`config.mk`:
```
export PLATFORM = sky130hd
export DESIGN_NAME = usb_irq_ctrl
export DESIGN_NICKNAME = d
export VERILOG_FILES = /design/src/rtl/usb_irq_pkg.sv /design/src/rtl/usb_irq_edge.sv /design/src/rtl/usb_irq_ovr_cnt.sv /design/src/rtl/usb_irq_status.sv /design/src/rtl/usb_irq_enable.sv /design/src/rtl/usb_irq_ctrl.sv
export SDC_FILE = /design/constraint.sdc
export NUM_CORES = 1
export LEC_CHECK = 0
export ABC_AREA = 1
export BUFFER_PORTS_ARGS = -buffer_cell sky130_fd_sc_hd__buf_2
export CORE_MARGIN = 4
export CORE_UTILIZATION = 36
export DETAILED_ROUTE_END_ITERATION = 10
export PLACE_DENSITY = 0.81
export SLEW_MARGIN = 20
export SYNTH_ARGS = -nofsm -noshare
export SYNTH_HDL_FRONTEND = slang
export SYNTH_SLANG_ARGS = --single-unit
```
`constraint.sdc`:
```
create_clock -name clk_i -period 1.3 [get_ports clk_i]
set_clock_uncertainty 0.2 [all_clocks]
set_input_delay 0.26 -clock clk_i [delete_from_list [all_inputs] [get_ports clk_i]]
set_output_delay 0.26 -clock clk_i [all_outputs]
set_load 0.05 [all_outputs]
```
`src/rtl/usb_irq_pkg.sv`:
```
package usb_irq_pkg;
  localparam int REG_W  = 32;
  localparam int ADDR_W = 2;
  localparam int FN_W   = 16;
  localparam int CNT_W  = 2;

  localparam int B_OVR    = 0;
  localparam int B_WDONE  = 1;
  localparam int B_SOF    = 2;
  localparam int B_RSM    = 3;
  localparam int B_UERR   = 4;
  localparam int B_FOVF   = 5;
  localparam int B_HUB    = 6;
  localparam int B_OWN    = 30;
  localparam int B_MASTER = 31;

  localparam logic [REG_W-1:0] HOST_SRC_MASK = 32'h0000_007F;

  typedef enum logic [ADDR_W-1:0] {
    A_STAT  = 2'd0,
    A_ENSET = 2'd1,
    A_ENCLR = 2'd2,
    A_CNT   = 2'd3
  } reg_addr_e;
endpackage

```
`src/rtl/usb_irq_edge.sv`:
```
module usb_irq_edge (
  input  logic clk_i,
  input  logic rst_ni,
  input  logic frame_msb_i,
  input  logic resume_i,
  input  logic sw_resume_i,
  output logic fovf_o,
  output logic rsm_o
);
  logic msb_q, resume_q;

  always_ff @(posedge clk_i or negedge rst_ni) begin
    if (!rst_ni) begin
      msb_q    <= 1'b0;
      resume_q <= 1'b0;
    end else begin
      msb_q    <= frame_msb_i;
      resume_q <= resume_i;
    end
  end

  assign fovf_o = frame_msb_i ^ msb_q;
  // software-commanded resume is not a device event
  assign rsm_o  = resume_i & ~resume_q & ~sw_resume_i;

  p_resume_once_r4: assert property (@(posedge clk_i) disable iff (!rst_ni)
    rsm_o |=> !rsm_o);
endmodule

```
`src/rtl/usb_irq_ovr_cnt.sv`:
```
module usb_irq_ovr_cnt #(
  parameter int CW = 2
) (
  input  logic          clk_i,
  input  logic          rst_ni,
  input  logic          ovr_i,
  output logic [CW-1:0] cnt_o
);
  logic [CW-1:0] cnt_q;

  always_ff @(posedge clk_i or negedge rst_ni) begin
    if (!rst_ni)    cnt_q <= '0;
    else if (ovr_i) cnt_q <= cnt_q + 1'b1;
  end

  assign cnt_o = cnt_q;

  p_ovr_step_r7: assert property (@(posedge clk_i) disable iff (!rst_ni)
    ovr_i |=> (cnt_q == CW'($past(cnt_q) + 1'b1)));
  p_ovr_hold_r7: assert property (@(posedge clk_i) disable iff (!rst_ni)
    !ovr_i |=> $stable(cnt_q));
endmodule

```
`src/rtl/usb_irq_status.sv`:
```
module usb_irq_status #(
  parameter int             W         = 32,
  parameter logic [W-1:0]   IMPL_MASK = '1
) (
  input  logic         clk_i,
  input  logic         rst_ni,
  input  logic [W-1:0] set_i,
  input  logic [W-1:0] clr_i,
  output logic [W-1:0] stat_o
);
  logic [W-1:0] stat_q;

  always_ff @(posedge clk_i or negedge rst_ni) begin
    if (!rst_ni) stat_q <= '0;
    else         stat_q <= ((stat_q & ~clr_i) | set_i) & IMPL_MASK;
  end

  assign stat_o = stat_q;

  p_set_wins_r2: assert property (@(posedge clk_i) disable iff (!rst_ni)
    (|(set_i & IMPL_MASK)) |=>
      ((stat_q & $past(set_i & IMPL_MASK)) == $past(set_i & IMPL_MASK)));
  p_clear_r2: assert property (@(posedge clk_i) disable iff (!rst_ni)
    (|(clr_i & ~set_i)) |=> ((stat_q & $past(clr_i & ~set_i)) == '0));
  p_rsvd_stat_r1: assert property (@(posedge clk_i) disable iff (!rst_ni)
    (stat_q & ~IMPL_MASK) == '0);
endmodule

```
`src/rtl/usb_irq_enable.sv`:
```
module usb_irq_enable #(
  parameter int           W         = 32,
  parameter logic [W-1:0] IMPL_MASK = '1
) (
  input  logic         clk_i,
  input  logic         rst_ni,
  input  logic [W-1:0] set_i,
  input  logic [W-1:0] clr_i,
  output logic [W-1:0] en_o
);
  logic [W-1:0] en_q;

  always_ff @(posedge clk_i or negedge rst_ni) begin
    if (!rst_ni) en_q <= '0;
    else         en_q <= ((en_q | set_i) & ~clr_i) & IMPL_MASK;
  end

  assign en_o = en_q;

  p_en_set_r10: assert property (@(posedge clk_i) disable iff (!rst_ni)
    (|(set_i & IMPL_MASK & ~clr_i)) |=>
      ((en_q & $past(set_i & IMPL_MASK & ~clr_i)) == $past(set_i & IMPL_MASK & ~clr_i)));
endmodule

```
`src/rtl/usb_irq_ctrl.sv`:
```
module usb_irq_ctrl
  import usb_irq_pkg::*;
#(
  parameter bit HAS_SMI = 1'b1
) (
  input  logic              clk_i,
  input  logic              rst_ni,
  input  logic              reg_we_i,
  input  logic [ADDR_W-1:0] reg_addr_i,
  input  logic [REG_W-1:0]  reg_wdata_i,
  output logic [REG_W-1:0]  reg_rdata_o,
  input  logic [FN_W-1:0]   frame_num_i,
  input  logic              sof_i,
  input  logic              resume_i,
  input  logic              sw_resume_i,
  input  logic              wdh_done_i,
  input  logic              sched_ovr_i,
  input  logic              sys_err_i,
  input  logic              hub_chg_i,
  input  logic              own_req_i,
  output logic              wb_allow_o,
  output logic [CNT_W-1:0]  ovr_cnt_o,
  output logic              host_irq_o,
  output logic              smi_o
);
  localparam logic [REG_W-1:0] OWN_BIT   = REG_W'(1) << B_OWN;
  localparam logic [REG_W-1:0] MST_BIT   = REG_W'(1) << B_MASTER;
  localparam logic [REG_W-1:0] STAT_MASK = HOST_SRC_MASK | (HAS_SMI ? OWN_BIT : '0);
  localparam logic [REG_W-1:0] EN_MASK   = HOST_SRC_MASK | OWN_BIT | MST_BIT;

  logic fovf, rsm;
  logic [REG_W-1:0] stat_set, stat_clr, en_set, en_clr, stat, en;
  logic host_irq_q;

  usb_irq_edge u_edge (
    .clk_i       (clk_i),
    .rst_ni      (rst_ni),
    .frame_msb_i (frame_num_i[FN_W-1]),
    .resume_i    (resume_i),
    .sw_resume_i (sw_resume_i),
    .fovf_o      (fovf),
    .rsm_o       (rsm)
  );

  usb_irq_ovr_cnt #(.CW(CNT_W)) u_cnt (
    .clk_i  (clk_i),
    .rst_ni (rst_ni),
    .ovr_i  (sched_ovr_i),
    .cnt_o  (ovr_cnt_o)
  );

  always_comb begin
    stat_set          = '0;
    stat_set[B_OVR]   = sched_ovr_i;
    stat_set[B_WDONE] = wdh_done_i;
    stat_set[B_SOF]   = sof_i;
    stat_set[B_RSM]   = rsm;
    stat_set[B_UERR]  = sys_err_i;
    stat_set[B_FOVF]  = fovf;
    stat_set[B_HUB]   = hub_chg_i;
    stat_set[B_OWN]   = own_req_i;
  end

  assign stat_clr = (reg_we_i && reg_addr_i == A_STAT)  ? reg_wdata_i : '0;
  assign en_set   = (reg_we_i && reg_addr_i == A_ENSET) ? reg_wdata_i : '0;
  assign en_clr   = (reg_we_i && reg_addr_i == A_ENCLR) ? reg_wdata_i : '0;

  usb_irq_status #(.W(REG_W), .IMPL_MASK(STAT_MASK)) u_stat (
    .clk_i  (clk_i),
    .rst_ni (rst_ni),
    .set_i  (stat_set),
    .clr_i  (stat_clr),
    .stat_o (stat)
  );

  usb_irq_enable #(.W(REG_W), .IMPL_MASK(EN_MASK)) u_en (
    .clk_i  (clk_i),
    .rst_ni (rst_ni),
    .set_i  (en_set),
    .clr_i  (en_clr),
    .en_o   (en)
  );

  always_ff @(posedge clk_i or negedge rst_ni) begin
    if (!rst_ni) host_irq_q <= 1'b0;
    else         host_irq_q <= en[B_MASTER] & (|(stat & en & HOST_SRC_MASK));
  end

  always_comb begin
    unique case (reg_addr_i)
      A_STAT:  reg_rdata_o = stat;
      A_ENSET: reg_rdata_o = en;
      A_ENCLR: reg_rdata_o = en;
      default: reg_rdata_o = REG_W'(ovr_cnt_o);
    endcase
  end

  assign host_irq_o = host_irq_q;
  assign smi_o      = stat[B_OWN] & en[B_OWN];
  assign wb_allow_o = ~stat[B_WDONE];

  p_rsvd_read_r1: assert property (@(posedge clk_i) disable iff (!rst_ni)
    (reg_addr_i == A_STAT) |-> (reg_rdata_o[29:7] == '0 && !reg_rdata_o[31]));
  p_fovf_r3: assert property (@(posedge clk_i) disable iff (!rst_ni)
    (frame_num_i[FN_W-1] != $past(frame_num_i[FN_W-1])) |=> stat[B_FOVF]);
  p_wdh_hold_r6: assert property (@(posedge clk_i) disable iff (!rst_ni)
    (stat[B_WDONE] && !stat_clr[B_WDONE]) |=> (stat[B_WDONE] && !wb_allow_o));
  p_master_gate_r11: assert property (@(posedge clk_i) disable iff (!rst_ni)
    !en[B_MASTER] |=> !host_irq_o);
  p_own_no_host_r11: assert property (@(posedge clk_i) disable iff (!rst_ni)
    ((stat & en & HOST_SRC_MASK) == '0) |=> !host_irq_o);

  if (HAS_SMI) begin : g_smi
    p_own_smi_r8: assert property (@(posedge clk_i) disable iff (!rst_ni)
      (own_req_i && en[B_OWN] && !en_clr[B_OWN]) |=> smi_o);
  end else begin : g_no_smi
    p_own_absent_r8: assert property (@(posedge clk_i) disable iff (!rst_ni)
      !stat[B_OWN] && !smi_o);
  end
endmodule

```
==> flow_summary.toml, run 1 <==
[status]
status = "finished, violations left"
violations = "setup timing"

[placed_design]
dp_hpwl_um = 2360
gp_congestion = 0.784
placed_area_um2 = 1780
io_buffers = 36

[global_route]
grt_pass1_wl_um = 5530
grtUsageMet1 = 0.200
top_usage_layer = "met2"
antenna_found_initial = 0
grt_usage = 0.157
grt_overflow_total = 0
grt_max_degree = 23
grt_use_met2 = 0.275
grt_pass1_vias = 1234
use_met3 = 0.0366

[final_layout]
final_nets = 307
drive_gt1_frac = 0.440
multi_input_area_um2 = 733
regArea_um2 = 553
antenna_cells = 0
fill_cells = 256
stdcell_area_um2 = 2240
area_delta_synth_final_pct = 74.9

[yosys]
yosys.area.top_type_share = 0.430
yosys_register_bits = 22
synth_top_family_by_area = "buffers and inverters"
synth.largest_area_cell = "dfrtp_1"
synth_compound_area_frac = 0.144
synth_area_um2 = 1280
synthArstFlopShare = 1.00
synthMuxAreaShare = 0
seq_area_frac_synth = 0.430
postSynthCellCount = 158
synthXorXnorAreaFrac = 0.0205
synth_edf_count = 0
synthAdderAreaFrac = 0.0391
yosysWarnings = 0
synth.avg_cell_area_um2 = 8.10
synthTopCellsByCount = "37 x nand2_1, 24 x buf_4, 23 x inv_1"
synth-main-ff-cell = "dfrtp_1"
ys_top_cells_by_area = "dfrtp_1 43%, buf_4 14%, nand2_1 11%"
yosys.area_share.simple = 0.148
ys_types = 18
yosysMostFrequentCell = "nand2_1"

[timing]
hold_violations = 0
fin_ws_ns = -0.312
slew_viol_final = 0
holdWs_ns = 0.0546
min_period_ns = 1.61
finalCritPeriodShare = 1.24
rsz0062_at_grt = "true"
finalSetupViolCount = 14
fmax_mhz = 620

[power]
static-leakage-power_nw = 1.14
peakVddDrop_mv = 0.943
pwr_density_cell_nw_per_um2 = 1350

[critical_path]
crit_type = "in2out"
r2r-end = "u_cnt.cnt_o[1]$_DFFE_PN0P_"
path_depth = 7
r2r_cells = 4
crit_chain = "buf_12, inv_12, ha_4, buf_12, a21oi_4, a21oi_4, buf_6"
timing.critical_path.to = "reg_rdata_o[1]"
end_kind = "output pin"
crit_path_start = "reg_addr_i[0]"
path_buf_inv = 4
r2r_start = "u_cnt.cnt_o[1]$_DFFE_PN0P_"
cp-start-kind = "input pin"
crit_family = "buffers and inverters"
critical_path_required_ns = 0.84
max_stage_delay_ns = 0.29
worst-path-max-fanout = 3
critical_path_arrival_ns = 1.15
r2r_slack_ns = 0.03
cpMaxStageDelayCell = "ha_4"

[clock_network]
cts_tree = "done"
cts_made_buffers = 3
clkLatencyLatePin_ns = 0.32
cts.clk_slew.worst_paths_ns = 0.14
cts_root_buf = "clkbuf_4"
cts_max_level = 1
cts_buffer_depth = 2
clkSinkCount = 22

[routing]
vias_per_cell = 4.29
wl_per_cell_um = 12.0
post-route-drc-count = 0
drtIter0Drc = 34
via_count = 1231
drt_wl_total_um = 3440
drtAntennaViolNets = 0
drt_pre_antenna_iters = 4

[floorplanning]
fp.dieW_um = 67.6
rows = 21
dieArea_um2 = 4570
die_h_um = 67.6
start_util = 0.378
io_pins = 98
core-area_um2 = 3390

[worst_hold_path]
min_path_cells = 4
hp-class = "in2reg"

[run]
maxCapViolCount = 0
-- metal layers --
metal	part of all wire	wire [µm]	vias up
li1	-	-	614
met1	0.41	1400	579
met2	0.53	1820	38
met3	0.066	227	0
met4	0	0	0
met5	0	0	-
-- kinds of logic after synthesis --
logic type | Yosys count
other | 1
adders and majority gates | 4
DFF | 22
buffers and inverters | 49
AOI/OAI and AO/OA | 29
xor gates and xnor gates | 3
and+or+nand+nor | 50
-- stage by stage --
| step | total power, mW | TNS [ns] | instances | utilization | worst slack [ns] |
|---|---|---|---|---|---|
| after floorplan | 1.79 | -1.97 | 180 | - | -0.241 |
| after global placement | 2.06 | -7.35 | 259 | 0.526 | -0.551 |
| after detailed placement | 2.09 | -7.74 | 259 | 0.526 | -0.567 |
| after CTS | 2.94 | -3.41 | 281 | 0.641 | -0.308 |
| after global routing | 3.17 | -4.13 | 287 | 0.660 | -0.364 |
| final | 3.02 | -3.54 | 287 | 0.660 | -0.312 |
-- state kept, by name, summed over array words and instances (netlist names) --
signal and cells:
host_irq_o 1, u_en.en_o 9, u_stat.stat_o 8, u_edge.resume_q 1, u_edge.msb_q 1, u_cnt.cnt_o 2
-- what timing repair did --
item,CTS,global route
endpoints found under the setup margin,14,14
pin swaps,9,4
hold buffers,12,0
resized for setup,48,7
endpoints found under the hold margin,35,0
setup buffers,6,6
-- how the worst min path moves through the flow --
stage	from	slack (ns)	to
2_1_floorplan	rst_ni	-0.24	host_irq_o$_DFF_PN0_
3_3_place_gp	rst_ni	0.05	u_stat.stat_o[1]$_DFF_PN0_
3_5_place_dp	rst_ni	0.05	u_stat.stat_o[0]$_DFF_PN0_
4_1_cts	reg_wdata_i[1]	0.05	u_stat.stat_o[1]$_DFF_PN0_
5_1_grt	reg_wdata_i[1]	0.07	u_stat.stat_o[1]$_DFF_PN0_
6_report	reg_wdata_i[1]	0.05	u_stat.stat_o[1]$_DFF_PN0_
-- power by group --
group / internal, mW / leakage (nW) / switching, mW
sequential: 0.800 / 0.237 / 0.109
clock: 0.312 / 0.0279 / 0.223
combinational: 0.703 / 0.877 / 0.872
-- placed cells by master (no fill, tap or decap), types with 2 or more instances in the layout --
cell type,n
dfrtp_2,2
dfrtp_1,20
buf_8,5
ha_1,2
nor2_1,10
nand2_1,28
dlygate4sd3_1,12
o22a_1,7
buf_6,15
nand2_4,6
clkbuf_4,3
o21ai_0,6
buf_2,20
inv_2,2
inv_1,18
nand2_2,3
buf_4,28
conb_1,23
buf_12,3
a22oi_1,2
a21oi_4,10
-- worst register-to-register path, delay by kind of cell, from the launching register on --
family    cells  cell delay, ns
xor+xnor      1            0.13
flops         1            0.46
buf+inv       3            0.38
-- cell type report --
type                            count  area share
Timing Repair Buffer               83       0.328
Clock buffer                        3      0.0101
Inverter                           23      0.0481
Sequential cell                    22       0.247
Multi-Input combinational cell    109       0.328
Tap cell                           46      0.0257
Clock inverter                      1      0.0134
Note: power is estimated with default switching activity, not from simulation.
==> inputs of run 2 (changes only) <==
Settings changed: CORE_ASPECT_RATIO from default to 2.
==> run 2 against run 1 <==
  * Largest cell class is now multi-input combinational cells
  * Global-route usage rose by 0.50 points
  * Die area is 1.3% higher
  * The run still ends with setup timing left
  * Total power fell by 5.5%
  * Routed wire length up 2.0%
  * Hold slack got worse by 0.046 ns
  * Via count up 0.89%
  * Final area decreased by 6.5%
  * Count of clock-buffer cells in the layout up 1
  * Fmax grew 0.90%
==> flow_summary.toml, run 2 (synthesis gave the netlist of run 1 again) <==
[clock_network]
cts_made_buffers = 3
cts.clk_slew.worst_paths_ns = 0.08
cts_root_buf = "clkbuf_8"
clkLatencyLatePin_ns = 0.26
cts_buffer_depth = 2
cts_tree = "done"
clkSinkCount = 22
cts_max_level = 1

[status]
status = "finished, violations left"
violations = "setup timing"

[floorplanning]
dieArea_um2 = 4630
fp.dieW_um = 50.2
die_h_um = 92.3
start_util = 0.375
core-area_um2 = 3420
io_pins = 98
rows = 30

[worst_hold_path]
min_path_cells = 2
min-delay-start = "wdh_done_i"
hp-class = "in2reg"
hold-path-endpoint = "u_stat.stat_o[1]$_DFF_PN0_"

[critical_path]
end_kind = "output pin"
max_stage_delay_ns = 0.27
critical_path_arrival_ns = 1.14
r2r-end = "u_cnt.cnt_o[1]$_DFFE_PN0P_"
r2r_cells = 5
r2r_slack_ns = 0.07
cp-start-kind = "input pin"
crit_type = "in2out"
cpMaxStageDelayCell = "ha_4"
crit_chain = "buf_12, inv_12, ha_4, buf_12, a21oi_4, a21oi_4, buf_6"
r2r_start = "u_cnt.cnt_o[0]$_DFFE_PN0P_"
worst-path-max-fanout = 5
critical_path_required_ns = 0.84

[timing]
fmax_mhz = 626
maxSlewHeadroom = 0.667
hold_violations = 0
holdWs_ns = 0.00820
rsz0062_at_grt = "true"
fin_ws_ns = -0.297
finalSetupViolCount = 13
tightest_slew_ns = 0.500
slew_viol_final = 0
min_period_ns = 1.60
timing.setup.tns_ns = -3.04
finalCritPeriodShare = 1.23

[routing]
post-route-drc-count = 0
drt_pre_antenna_iters = 4
drtAntennaViolNets = 0
drtIter0Drc = 32
drt_wl_total_um = 3510
wl_per_cell_um = 12.8
via_count = 1242
vias_per_cell = 4.52

[final_layout]
fin_util = 0.612
final_common_cell = "nand2_1"
area_delta_synth_final_pct = 63.4
fill_cells = 270
final_cell_mix = "31 x nand2_1, 23 x conb_1, 20 x dfrtp_1, 20 x buf_2, 20 x buf_4"
largest_reg_flops = 9
drive_gt1_frac = 0.383
instances_no_fill = 275
multi_input_area_um2 = 706
antenna_cells = 0
final_nets = 293
regArea_um2 = 553

[global_route]
grt_pass1_vias = 1303
grt_max_degree = 23
grt_pass1_wl_um = 5760
grt_overflow_total = 0
antenna_found_initial = 0
grt_usage = 0.162

[run]
maxCapViolCount = 0

[placed_design]
gp_congestion = 0.770
io_buffers = 36
post-place-ws_ns = -0.571
dp.cells = 256
dp_hpwl_um = 2620

[power]
pwr_density_cell_nw_per_um2 = 1360
peakVddDrop_mv = 1.04
static-leakage-power_nw = 1.07
-- run 2: cell types whose count changed in the layout (fill, tap and decap cells not counted), sizes merged --
cell / before / now
bufinv: 1 / 0
buf: 71 / 60
clkbuf: 3 / 4
dlygate4sd3: 12 / 9
-- run 2: per-layer routing --
metal / up-vias / global-route usage / routed length [µm] / share of wire
met1: 604 / 0.157 / 1180 / 0.34
li1: 586 / - / - / -
met2: 46 / 0.313 / 2060 / 0.59
met4: 0 / 0.0785 / 65 / 0.019
met3: 6 / 0.0225 / 207 / 0.059
met5: - / 0 / 0 / 0
-- run 2: critical path, delay by kind of cell --
kind,cells,cell delay (ns)
fa+ha+maj,1,0.27
compound gates,2,0.18
buf+inv,4,0.42
-- run 2: cell type report --
| class | count | share of cell area |
|---|---|---|
| Clock buffer | 4 | 0.0263 |
| Sequential cell | 22 | 0.264 |
| Tap cell | 48 | 0.0287 |
| Timing Repair Buffer | 69 | 0.292 |
| Inverter | 23 | 0.0514 |
| Multi-Input combinational cell | 109 | 0.337 |
-- run 2: report_power, final --
group	switching, mW	total, mW	internal [mW]
sequential	0.100	0.901	0.800
clock	0.224	0.494	0.270
combinational	0.841	1.46	0.616
total	1.17	2.85	1.69
-- run 2: how the worst max path moves through the flow --
stage | from | end | slack, ns | depth (start not counted)
after floorplan | reg_addr_i[0] | reg_rdata_o[0] | -0.24 | 5
after global placement | reg_addr_i[0] | reg_rdata_o[0] | -0.55 | 6
after detailed placement | reg_addr_i[0] | reg_rdata_o[1] | -0.57 | 6
after CTS | reg_addr_i[0] | reg_rdata_o[4] | -0.30 | 7
after global routing | reg_addr_i[1] | reg_rdata_o[0] | -0.34 | 7
final | reg_addr_i[0] | reg_rdata_o[1] | -0.30 | 7
-- run 2: what timing repair did --
action / CTS / global route
pin swaps: 9 / 1
setup buffers: 4 / 2
setup endpoints to repair: 14 / 13
endpoints found under the hold margin: 30 / 0
hold buffers: 9 / 0
resized for setup: 43 / 0
-- run 2: per-stage QoR --
stage          power (mW)  area, µm²
3_3_place_gp         2.05       1750
4_1_cts              2.83       2080
2_1_floorplan        1.79       1570
3_5_place_dp         2.07       1750
5_1_grt              2.98       2090
6_report             2.85       2090
==> inputs of run 3 (changes only) <==
Settings changed: ABC_AREA 1 to default, CORE_MARGIN 4 to default.
==> run 3 against run 2 <==
  * The flow finishes with violations (DRC, setup timing)
  * Sequential cell count unchanged
  * Synthesized area decreased by 0.39%
  * First-iteration DRC count increased by 25%
  * Routed wire length decreased by 2.0%
  * Global-route usage increased by 3.5 points
  * Setup slack got worse by 0.057 ns
  * Final area increased by 3.1%
  * Register-to-register slack got worse by 0.12 ns
  * Combinational power increased by 5%
  * Die area decreased by 18%
  * Sequential share of layout area decreased by 0.91 points
  * Highest routed layer unchanged
==> flow_summary.toml, run 3 <==
[status]
status = "finished, violations left"
violations = "DRC, setup timing"

[timing]
finalCritPeriodShare = 1.27
maxSlewHeadroom = 0.664
fmax_mhz = 604
slew_viol_final = 0
min_period_ns = 1.65
fin_ws_ns = -0.354
finalSetupViolCount = 14
tightest_slew_ns = 0.504
hold_violations = 0
rsz0062_at_grt = "true"

[power]
seq_power_share = 0.302
pwr_density_cell_nw_per_um2 = 1340
internal-power_mw = 1.75
power_switching_mw = 1.14
switching_share = 0.395
peakVddDrop_mv = 0.770
pwr-share-clk = 0.168
power_frac_comb = 0.530
static-leakage-power_nw = 0.995

[placed_design]
dp_hpwl_um = 2390
gp_congestion = 0.822
placed_area_um2 = 1700
io_buffers = 36
dp.cells = 217

[final_layout]
antenna_cells = 0
drive_gt1_frac = 0.519
instances_no_fill = 242
stdcell_area_um2 = 2160
area_delta_synth_final_pct = 69.2
final_nets = 276
largest_reg_flops = 9
final_common_cell = "buf_4"
final_cell_mix = "30 x buf_4, 23 x conb_1, 22 x dfrtp_1"

[routing]
drtIter0Drc = 40
wl_per_cell_um = 14.2
drt_wl_total_um = 3440
via_count = 1189
post-route-drc-count = 5
vias_per_cell = 4.91
drt_pre_antenna_iters = 9
drtAntennaViolNets = 0

[clock_network]
cts_root_buf = "clkbuf_8"
clkLatencyLatePin_ns = 0.26
cts.clk_slew.worst_paths_ns = 0.08
clkSinkCount = 22
cts_buffer_depth = 2
cts_max_level = 1
cts_tree = "done"
cts_made_buffers = 3

[critical_path]
end_kind = "output pin"
r2r_start = "u_stat.stat_o[2]$_DFF_PN0_"
crit_path_start = "reg_addr_i[1]"
cp-start-kind = "input pin"
critical_path_required_ns = 0.84
crit_type = "in2out"
critical_path_arrival_ns = 1.19
r2r-end = "host_irq_o$_DFF_PN0_"
cpMaxStageDelayCell = "ha_4"
max_stage_delay_ns = 0.26
worst-path-max-fanout = 6
crit_path_frequent_cell = "buf_6"
timing.critical_path.to = "reg_rdata_o[2]"
r2r_slack_ns = -0.05
r2r_cells = 3
crit_chain = "buf_8, inv_6, ha_4, buf_6, a22oi_2, nor2_4, buf_6"

[yosys]
synthMuxAreaShare = 0
synth-main-ff-cell = "dfrtp_1"
synthAdderAreaFrac = 0.0393
yosysWarnings = 0
yosysMostFrequentCell = "buf_4"
synth.avg_cell_area_um2 = 10.1
synth.largest_area_cell = "dfrtp_1"
synth_compound_area_frac = 0.232
ys_types = 22
postSynthCellCount = 126
yosys.area_share.simple = 0.0775
ys_top_cells_by_area = "dfrtp_1 43%, buf_4 15%, a22oi_1 5.9%"
seq_area_frac_synth = 0.432
synthXorXnorAreaFrac = 0.0206
synthTopCellsByCount = "25 x buf_4, 22 x dfrtp_1, 11 x a31oi_1"
synth_area_um2 = 1270
synth_edf_count = 0
synthArstFlopShare = 1.00
synth_top_family_by_area = "compound AO/OA/AOI/OAI gates"
yosys_register_bits = 22
yosys.area.top_type_share = 0.432

[floorplanning]
rows = 30
io_pins = 98
fp.dieW_um = 44.1
core-area_um2 = 3380
dieArea_um2 = 3800
start_util = 0.377
die_h_um = 86.2

[global_route]
antenna_found_initial = 0
grt_overflow_total = 0
grt_pass1_wl_um = 5610
grt_pass1_vias = 1252
grt_max_degree = 23
grt_usage = 0.197

[worst_hold_path]
hp-class = "in2reg"

[run]
maxCapViolCount = 0
==> run 3: power groups by stage <==
stage / logic [mW] / registers [mW] / clock network, mW
2_1_floorplan: 0.709 / 1.02 / 0
5_1_grt: 1.61 / 0.884 / 0.528
4_1_cts: 1.50 / 0.868 / 0.502
3_5_place_dp: 1.19 / 0.865 / 0
6_report: 1.53 / 0.873 / 0.487
3_3_place_gp: 1.17 / 0.860 / 0
==> run 3: routing by layer <==
layer / share of wire / global-route usage
met1: 0.36 / 0.212
met2: 0.57 / 0.352
met3: 0.048 / 0.0337
met4: 0.019 / 0.0964
met5: 0 / 0
==> run 3: worst min-delay path by stage <==
stage / from / end / cells after the start
5_1_grt: reg_wdata_i[2] / u_en.en_o[2]$_DFF_PN0_ / 2
3_5_place_dp: rst_ni / u_stat.stat_o[1]$_DFF_PN0_ / 1
3_3_place_gp: rst_ni / u_stat.stat_o[1]$_DFF_PN0_ / 1
2_1_floorplan: rst_ni / host_irq_o$_DFF_PN0_ / 0
4_1_cts: reg_wdata_i[2] / u_en.en_o[2]$_DFF_PN0_ / 2
6_report: reg_wdata_i[2] / u_en.en_o[2]$_DFF_PN0_ / 2
==> run 3: area by class of cell <==
class	count	area, µm²
Sequential cell	22	551
Timing Repair Buffer	89	793
Fill cell	247	1220
Clock buffer	4	55.1
Tap cell	32	40.0
Multi-Input combinational cell	91	683
Inverter	4	35.0
==> run 3: cell families (layout without fill, tap and decap cells) <==
group           count (synthesis)  in the layout
buf+inv                        35             97
other cells                     1             23
simple gates                   21             21
fa+ha+maj                       4              4
flops                          22             22
xor+xnor                        3              3
compound gates                 40             40
==> run 3: repair_timing <==
item	4_1_cts	5_1_grt
hold endpoints to repair	37	0
pin swaps	6	8
buffers inserted	5	1
hold buffers	16	0
endpoints found under the setup margin	14	17
resized for setup	50	10
==> run 3: metrics by stage <==
stage	util	TNS (ns)	hold slack (ns)	power, mW	setup WS (ns)
floorplan	-	-1.65	-0.236	1.73	-0.228
global placement	0.504	-5.75	0.0458	2.03	-0.474
detailed placement	0.504	-6.58	0.0510	2.06	-0.518
CTS	0.629	-3.55	0.00141	2.87	-0.388
global route	0.639	-3.72	0.00563	3.03	-0.385
finish	0.639	-3.27	0.00779	2.89	-0.354
==> run 3: worst max-delay path: cells and delay by family <==
kind,cells,cell delay [ns]
buffers and inverters,4,0.41
and+or+nand+nor,1,0.04
AOI/OAI and AO/OA,1,0.21
adders and majority gates,1,0.26
